<file path="config.mk">
export PLATFORM = sky130hd
export DESIGN_NAME = rxq_ring_dma
export DESIGN_NICKNAME = d
export VERILOG_FILES = /design/src/rtl/rxq_pkg.sv /design/src/rtl/rxq_regs.sv /design/src/rtl/rxq_pack.sv /design/src/rtl/rxq_ring_dma.sv
export SDC_FILE = /design/constraint.sdc
export NUM_CORES = 1
export LEC_CHECK = 0
export ABC_AREA = 1
export ABC_CLOCK_PERIOD_IN_PS = 3400
export CELL_PAD_IN_SITES_DETAIL_PLACEMENT = 1
export CELL_PAD_IN_SITES_GLOBAL_PLACEMENT = 2
export CORE_MARGIN = 1.5
export CORE_UTILIZATION = 24
export DETAILED_ROUTE_END_ITERATION = 8
export GPL_ROUTABILITY_DRIVEN = 0
export PLACE_DENSITY = 0.76
export SLEW_MARGIN = 25
export SYNTH_ARGS = -nofsm -noshare
export SYNTH_HDL_FRONTEND = slang
export SYNTH_SLANG_ARGS = --single-unit
</file>
<file path="constraint.sdc">
create_clock -name clk -period 3.4 [get_ports clk]
set_input_delay 1.02 -clock clk [delete_from_list [all_inputs] [get_ports clk]]
set_output_delay 1.02 -clock clk [all_outputs]
set_load 0.01 [all_outputs]
</file>
<file path="src/rtl/rxq_pkg.sv">
// Shared types for the receive descriptor ring writer.
// Assumes a single clock domain and a 32-bit byte-addressed memory.
package rxq_pkg;
    typedef enum logic [2:0] {
        ST_OFF,    // reception disabled
        ST_IDLE,   // waiting for a frame start
        ST_FETCH,  // reading descriptor word 0
        ST_FILL,   // taking bytes into the packer
        ST_WDATA,  // writing a packed data word
        ST_WB0,    // writing descriptor word 0
        ST_WB1,    // writing descriptor word 1
        ST_DROP    // discarding the rest of a frame
    } rxq_state_t;
endpackage

</file>
<file path="src/rtl/rxq_regs.sv">
// Control and queue-pointer registers.
// Assumes a one-bit register select. Writes to the configuration are
// accepted only while reception is off, and the queue pointer reads back
// the descriptor currently in use.
module rxq_regs #(
    parameter int IDX_W = 10
) (
    input  logic             clk,
    input  logic             rst_n,
    input  logic             wr,
    input  logic             sel,
    input  logic [31:0]      wdata,
    input  logic [IDX_W-1:0] cur_idx,
    input  logic             bna_set,
    output logic             rx_en,
    output logic             loop_en,
    output logic [31:0]      q_base,
    output logic             bna,
    output logic [31:0]      rdata
);
    logic ctrl_wr;
    assign ctrl_wr = wr && !sel;

    // Purpose: enable bit, locked configuration bit and locked ring base.
    always_ff @(posedge clk) begin
        if (!rst_n) begin
            rx_en   <= 1'b0;
            loop_en <= 1'b0;
            q_base  <= '0;
        end else begin
            if (ctrl_wr) begin
                rx_en <= wdata[0];
                if (!rx_en && !wdata[0])
                    loop_en <= wdata[1];
            end
            if (wr && sel && !rx_en)
                q_base <= {wdata[31:3], 3'b000};
        end
    end

    // Purpose: sticky buffer-unavailable flag, set wins over clear.
    always_ff @(posedge clk) begin
        if (!rst_n)
            bna <= 1'b0;
        else if (bna_set)
            bna <= 1'b1;
        else if (ctrl_wr && wdata[2])
            bna <= 1'b0;
    end

    // Purpose: read mux; the queue pointer shows the entry in use.
    always_comb begin
        if (sel)
            rdata = q_base + {{(29-IDX_W){1'b0}}, cur_idx, 3'b000};
        else
            rdata = {29'd0, bna, loop_en, rx_en};
    end
endmodule

</file>
<file path="src/rtl/rxq_pack.sv">
// Byte packer: collects bytes little-endian into one 32-bit word and
// counts the bytes placed in the current buffer.
// Assumes the caller flushes the word after lane 3 or at frame end.
module rxq_pack #(
    parameter int CNT_W = 8
) (
    input  logic             clk,
    input  logic             rst_n,
    input  logic             clr,
    input  logic             push,
    input  logic [7:0]       din,
    output logic [31:0]      word,
    output logic [CNT_W-1:0] cnt
);
    logic [1:0] lane;
    assign lane = cnt[1:0];

    // Purpose: place each byte in its lane and advance the count.
    always_ff @(posedge clk) begin
        if (!rst_n) begin
            cnt  <= '0;
            word <= '0;
        end else if (clr) begin
            cnt  <= '0;
            word <= '0;
        end else if (push) begin
            cnt <= cnt + 1'b1;
            if (lane == 2'd0)
                word <= {24'd0, din};
            else
                word[8*lane +: 8] <= din;
        end
    end
endmodule

</file>
<file path="src/rtl/rxq_ring_dma.sv">
// Receive descriptor ring writer (top).
// Fetches the current descriptor, fills its buffer with frame bytes,
// writes the descriptor back and advances around the ring, wrapping on
// the wrap marker or after RING_MAX entries.
// Assumes memory acknowledges each held request with one mem_ack pulse.
module rxq_ring_dma
    import rxq_pkg::*;
#(
    parameter int BUF_BYTES = 128,
    parameter int RING_MAX  = 1024
) (
    input  logic        clk,
    input  logic        rst_n,
    input  logic        reg_wr,
    input  logic        reg_addr,
    input  logic [31:0] reg_wdata,
    output logic [31:0] reg_rdata,
    output logic        lb_mode,
    input  logic        rx_valid,
    input  logic [7:0]  rx_data,
    input  logic        rx_sof,
    input  logic        rx_eof,
    output logic        rx_ready,
    output logic        mem_req,
    output logic        mem_we,
    output logic [31:0] mem_addr,
    output logic [31:0] mem_wdata,
    input  logic [31:0] mem_rdata,
    input  logic        mem_ack
);
    localparam int CNT_W = $clog2(BUF_BYTES + 1);
    localparam int IDX_W = $clog2(RING_MAX);
    localparam logic [CNT_W-1:0] FULL_CNT = CNT_W'(BUF_BYTES);
    localparam logic [CNT_W-1:0] LAST_CNT = CNT_W'(BUF_BYTES - 1);
    localparam logic [IDX_W-1:0] LAST_IDX = IDX_W'(RING_MAX - 1);

    rxq_state_t       state;
    logic [IDX_W-1:0] idx;
    logic [31:2]      buf_addr;
    logic             wrap_q, first_q, eof_q;
    logic             rx_en, bna, bna_set;
    logic [31:0]      q_base, desc_addr, buf_base, word;
    logic [CNT_W-1:0] cnt, cnt_m1;
    logic             pack_clr, pack_push, state_wdata;

    rxq_regs #(.IDX_W(IDX_W)) u_regs (
        .clk(clk), .rst_n(rst_n), .wr(reg_wr), .sel(reg_addr),
        .wdata(reg_wdata), .cur_idx(idx), .bna_set(bna_set),
        .rx_en(rx_en), .loop_en(lb_mode), .q_base(q_base), .bna(bna),
        .rdata(reg_rdata)
    );

    rxq_pack #(.CNT_W(CNT_W)) u_pack (
        .clk(clk), .rst_n(rst_n), .clr(pack_clr), .push(pack_push),
        .din(rx_data), .word(word), .cnt(cnt)
    );

    // Purpose: addresses derived from ring position and buffer pointer.
    assign desc_addr   = q_base + {{(29-IDX_W){1'b0}}, idx, 3'b000};
    assign buf_base    = {buf_addr, 2'b00};
    assign cnt_m1      = cnt - 1'b1;
    assign state_wdata = (state == ST_WDATA);

    // Purpose: stream handshake, packer controls and flag pulse.
    assign rx_ready  = (state == ST_FILL) || (state == ST_DROP);
    assign pack_push = (state == ST_FILL) && rx_valid;
    assign pack_clr  = (state == ST_FETCH) && mem_ack && !mem_rdata[0];
    assign bna_set   = (state == ST_FETCH) && mem_ack && mem_rdata[0];

    // Purpose: memory request, held by the state until acknowledged.
    always_comb begin
        mem_req   = 1'b0;
        mem_we    = 1'b0;
        mem_addr  = desc_addr;
        mem_wdata = '0;
        case (state)
            ST_FETCH: mem_req = 1'b1;
            ST_WDATA: begin
                mem_req   = 1'b1;
                mem_we    = 1'b1;
                mem_addr  = buf_base + 32'({cnt_m1[CNT_W-1:2], 2'b00});
                mem_wdata = word;
            end
            ST_WB0: begin
                mem_req   = 1'b1;
                mem_we    = 1'b1;
                mem_wdata = {buf_addr, wrap_q, 1'b1};
            end
            ST_WB1: begin
                mem_req   = 1'b1;
                mem_we    = 1'b1;
                mem_addr  = desc_addr + 32'd4;
                mem_wdata = {16'd0, eof_q, first_q, 2'b00,
                             {(12-CNT_W){1'b0}}, cnt};
            end
            default: ;
        endcase
    end

    // Purpose: ring walk state machine.
    always_ff @(posedge clk) begin
        if (!rst_n) begin
            state    <= ST_OFF;
            idx      <= '0;
            buf_addr <= '0;
            wrap_q   <= 1'b0;
            first_q  <= 1'b0;
            eof_q    <= 1'b0;
        end else if (!rx_en) begin
            state <= ST_OFF;
            idx   <= '0;
        end else begin
            case (state)
                ST_OFF: state <= ST_IDLE;
                ST_IDLE:
                    if (rx_valid && rx_sof) begin
                        first_q <= 1'b1;
                        state   <= ST_FETCH;
                    end
                ST_FETCH:
                    if (mem_ack) begin
                        if (mem_rdata[0]) begin
                            state <= ST_DROP;
                        end else begin
                            buf_addr <= mem_rdata[31:2];
                            wrap_q   <= mem_rdata[1];
                            eof_q    <= 1'b0;
                            state    <= ST_FILL;
                        end
                    end
                ST_FILL:
                    if (rx_valid) begin
                        if (rx_eof)
                            eof_q <= 1'b1;
                        if (cnt[1:0] == 2'd3 || rx_eof || cnt == LAST_CNT)
                            state <= ST_WDATA;
                    end
                ST_WDATA:
                    if (mem_ack)
                        state <= (eof_q || cnt == FULL_CNT) ? ST_WB0 : ST_FILL;
                ST_WB0:
                    if (mem_ack)
                        state <= ST_WB1;
                ST_WB1:
                    if (mem_ack) begin
                        idx     <= (wrap_q || idx == LAST_IDX) ? '0 : idx + 1'b1;
                        first_q <= 1'b0;
                        state   <= eof_q ? ST_IDLE : ST_FETCH;
                    end
                ST_DROP:
                    if (rx_valid && rx_eof)
                        state <= ST_IDLE;
                default: state <= ST_OFF;
            endcase
        end
    end
endmodule

</file>
==> impl_metrics.env <==
export IMPL_ys_warn_count=0
export IMPL_drt_wl_total_um=39500
export IMPL_ys_ff_latch=118
export IMPL_violations="setup timing"
export IMPL_wire_per_inst_um=19.0
export IMPL_critPathKind="register to output port"
export IMPL_syn_area_per_cell_um2=6.06
export IMPL_powerDensity_nw_per_um2=288
export IMPL_grt_pass1_vias=10600
export IMPL_io_pins=180
export IMPL_num_vias=9946
export IMPL_cts_sink_count=118
export IMPL_vias_per_cell=4.79
export IMPL_overflow=0
export IMPL_final_cell_mix="287 x nand2_1, 141 x inv_1, 128 x nor2_1"
export IMPL_max_slew_margin_rel=0.501
export IMPL_dp_hpwl_um=29200
export IMPL_cp_end_kind="output port"
export IMPL_diodes=0
export IMPL_grt_max_degree=59
export IMPL_hold_path_class="register to register"
export IMPL_floorplan_core_area_um2=32600
export IMPL_fin_nets=1728
export IMPL_num_fill_cells=4101
export IMPL_skew_ps=9.64
export IMPL_clockBufferDepth=2
export IMPL_ant_nets=0
export IMPL_tritoncts="yes"
export IMPL_cts_buffers=17
export IMPL_layout_drive_gt1_share=0.290
export IMPL_post_route_min_period_ps=3900
export IMPL_max_freq_mhz=257
export IMPL_grt_usage=0.229
export IMPL_final_common_cell="nand2_1"
export IMPL_hold_viol=0
export IMPL_cp_max_fo=5
export IMPL_critPathRequiredTime_ps=2380
export IMPL_period_share=1.15
export IMPL_clk_pin_slew_ps=60
export IMPL_outcome="complete, but fails checks"
export IMPL_start_util=0.245
export IMPL_area_delta_synth_final_pct=62.5
export IMPL_clockRootBuffer="clkbuf_16"
export IMPL_seq_area_frac_synth=0.296
export IMPL_dp_cells=2010
export IMPL_insertion_delay_ps=430
export IMPL_instances_no_fill=2076
export IMPL_slew_viol_final=0
export IMPL_die_x_um=185
export IMPL_vdd_ir_drop_max_uv=357
export IMPL_total_power_mw=3.74
export IMPL_numPortBuffers=177
export IMPL_antenna_found_initial=0
export IMPL_cap_violations=0
export IMPL_drc_errors=0
export IMPL_worstMarginPinSlew_ps=743
export IMPL_rsz0062_at_grt="yes"
export IMPL_core_rowCount=66
export IMPL_synthCells=1319
export IMPL_dieArea_um2=34400
export IMPL_design_area_um2=13000
export IMPL_drt_iter0_drc=539
export IMPL_die_h_um=185
export IMPL_start_kind="register"
export IMPL_setup_viol=31
export IMPL_grt_pass1_wl_um=59900
export IMPL_setup_ws_ps=-497
export IMPL_synth_cell_types=42
export IMPL_cts_hold_buffers=0
export IMPL_synth_area_um2=7990
export IMPL_firstDrtPassIters=5
export IMPL_p_leak_nw=5.80
export IMPL_cts_htree_levels=4
export IMPL_placed_area_um2=11100
export IMPL_cp_arrival_ps=2880
## layer usage
layer / vias up / GRT usage / wire, um
met5: - / 0 / 0
met4: 0 / 0.0582 / 710
met3: 42 / 0.0340 / 1380
met2: 227 / 0.392 / 19100
met1: 4779 / 0.300 / 18300
li1: 4898 / - / -
## cell type report
class,count,area (um2),share of cell area
multi-input cells,1002,5970,0.460
repair buffers,325,2900,0.223
flip-flops and latches,118,2380,0.184
inverters,158,609,0.0469
well taps,442,553,0.0426
clock buffers,18,439,0.0338
clock inverters,13,133,0.0102
## worst max-delay path, stage by stage, from the launching register on
cell     delay [ps]
dfxtp_2         340
inv_2            60
ha_4            170
inv_2            60
nand2_2          40
nand2_1          60
ha_2            190
inv_2            50
fa_2            360
inv_2            90
nand3_2         100
nand2_4         100
inv_2            50
o21ai_4         230
xor2_2          210
nand2_2          90
nand2_1          70
inv_1            40
buf_2           130
## state kept, by name (all words and copies together), names as in the netlist
signal          count
u_pack.cnt          8
u_regs.q_base      29
u_pack.word        32
state               3
eof_q               1
buf_addr           30
u_regs.rx_en        1
u_regs.loop_en      1
idx                10
u_regs.bna          1
wrap_q              1
first_q             1
## per-stage QoR
| step | TNS, ps | utilization | setup WS (ps) | hold WS [ps] |
|---|---|---|---|---|
| global placement | -14320 | 0.339 | -583 | 451 |
| floorplan | 0 | - | 36.6 | 441 |
| detailed placement | -16420 | 0.339 | -621 | 454 |
| CTS | -10770 | 0.381 | -462 | 463 |
| global route | -14830 | 0.398 | -607 | 476 |
| finish | -10730 | 0.398 | -497 | 467 |
## power breakdown
| group | internal (mW) | leakage [nW] | switching [mW] | total, mW |
|---|---|---|---|---|
| sequential | 1.41 | 0.964 | 0.0323 | 1.44 |
| clock | 1.09 | 0.274 | 0.753 | 1.84 |
| combinational | 0.217 | 4.57 | 0.236 | 0.453 |
## cell families after synthesis
family | Yosys count | synth area share
DFF | 118 | 0.296
xor gates and xnor gates | 16 | 0.0175
and+or+nand+nor | 722 | 0.390
buffers and inverters | 200 | 0.0977
other | 1 | 0.000469
AOI/OAI and AO/OA | 236 | 0.156
adders and majority gates | 26 | 0.0426
## path summary, 6_finish.rpt
check | start | endpoint | slack [ps] | cells past startpoint
setup reg to reg | state[0]$_SDFFE_PN0P_ | u_pack.word[12]$_SDFFE_PP0P_ | 1510 | 7
hold reg to reg | u_pack.word[14]$_SDFFE_PP0P_ | u_pack.word[14]$_SDFFE_PP0P_ | 470 | 2
setup / recovery | u_pack.cnt[1]$_SDFFE_PP0P_ | mem_addr[10] | -500 | 18
hold / removal | u_pack.word[14]$_SDFFE_PP0P_ | u_pack.word[14]$_SDFFE_PP0P_ | 470 | 2
## cells in the mapped netlist, drive strengths merged
master,instances,share of area
or2,3,0.0023
clkinv,1,0.00047
nand3b,4,0.0038
clkbuf,27,0.013
a31oi,1,0.00078
xor2,9,0.0099
a211oi,2,0.0019
nand4,15,0.012
nor3,27,0.021
fa,2,0.0050
o211a,1,0.0013
o22ai,8,0.0063
o21bai,1,0.00094
and3,1,0.00078
dfxtp,118,0.30
nor2,150,0.076
xnor2,7,0.0077
conb,1,0.00047
nand3,141,0.088
nor3b,6,0.0063
a22oi,4,0.0038
o21ai,112,0.070
nand2,373,0.18
o211ai,8,0.0075
and2,2,0.0016
ha,24,0.038
o21a,1,0.00094
a21oi,96,0.060
buf,15,0.011
inv,157,0.074
o221ai,2,0.0022
## what timing repair did
action,4_1_cts,5_1_grt
setup buffers,25,12
gates cloned,1,0
hold endpoints to repair,0,0
pin swaps,70,41
resized for setup,392,168
setup endpoints to repair,89,72
No activity file was read; power rests on OpenSTA's default activity.
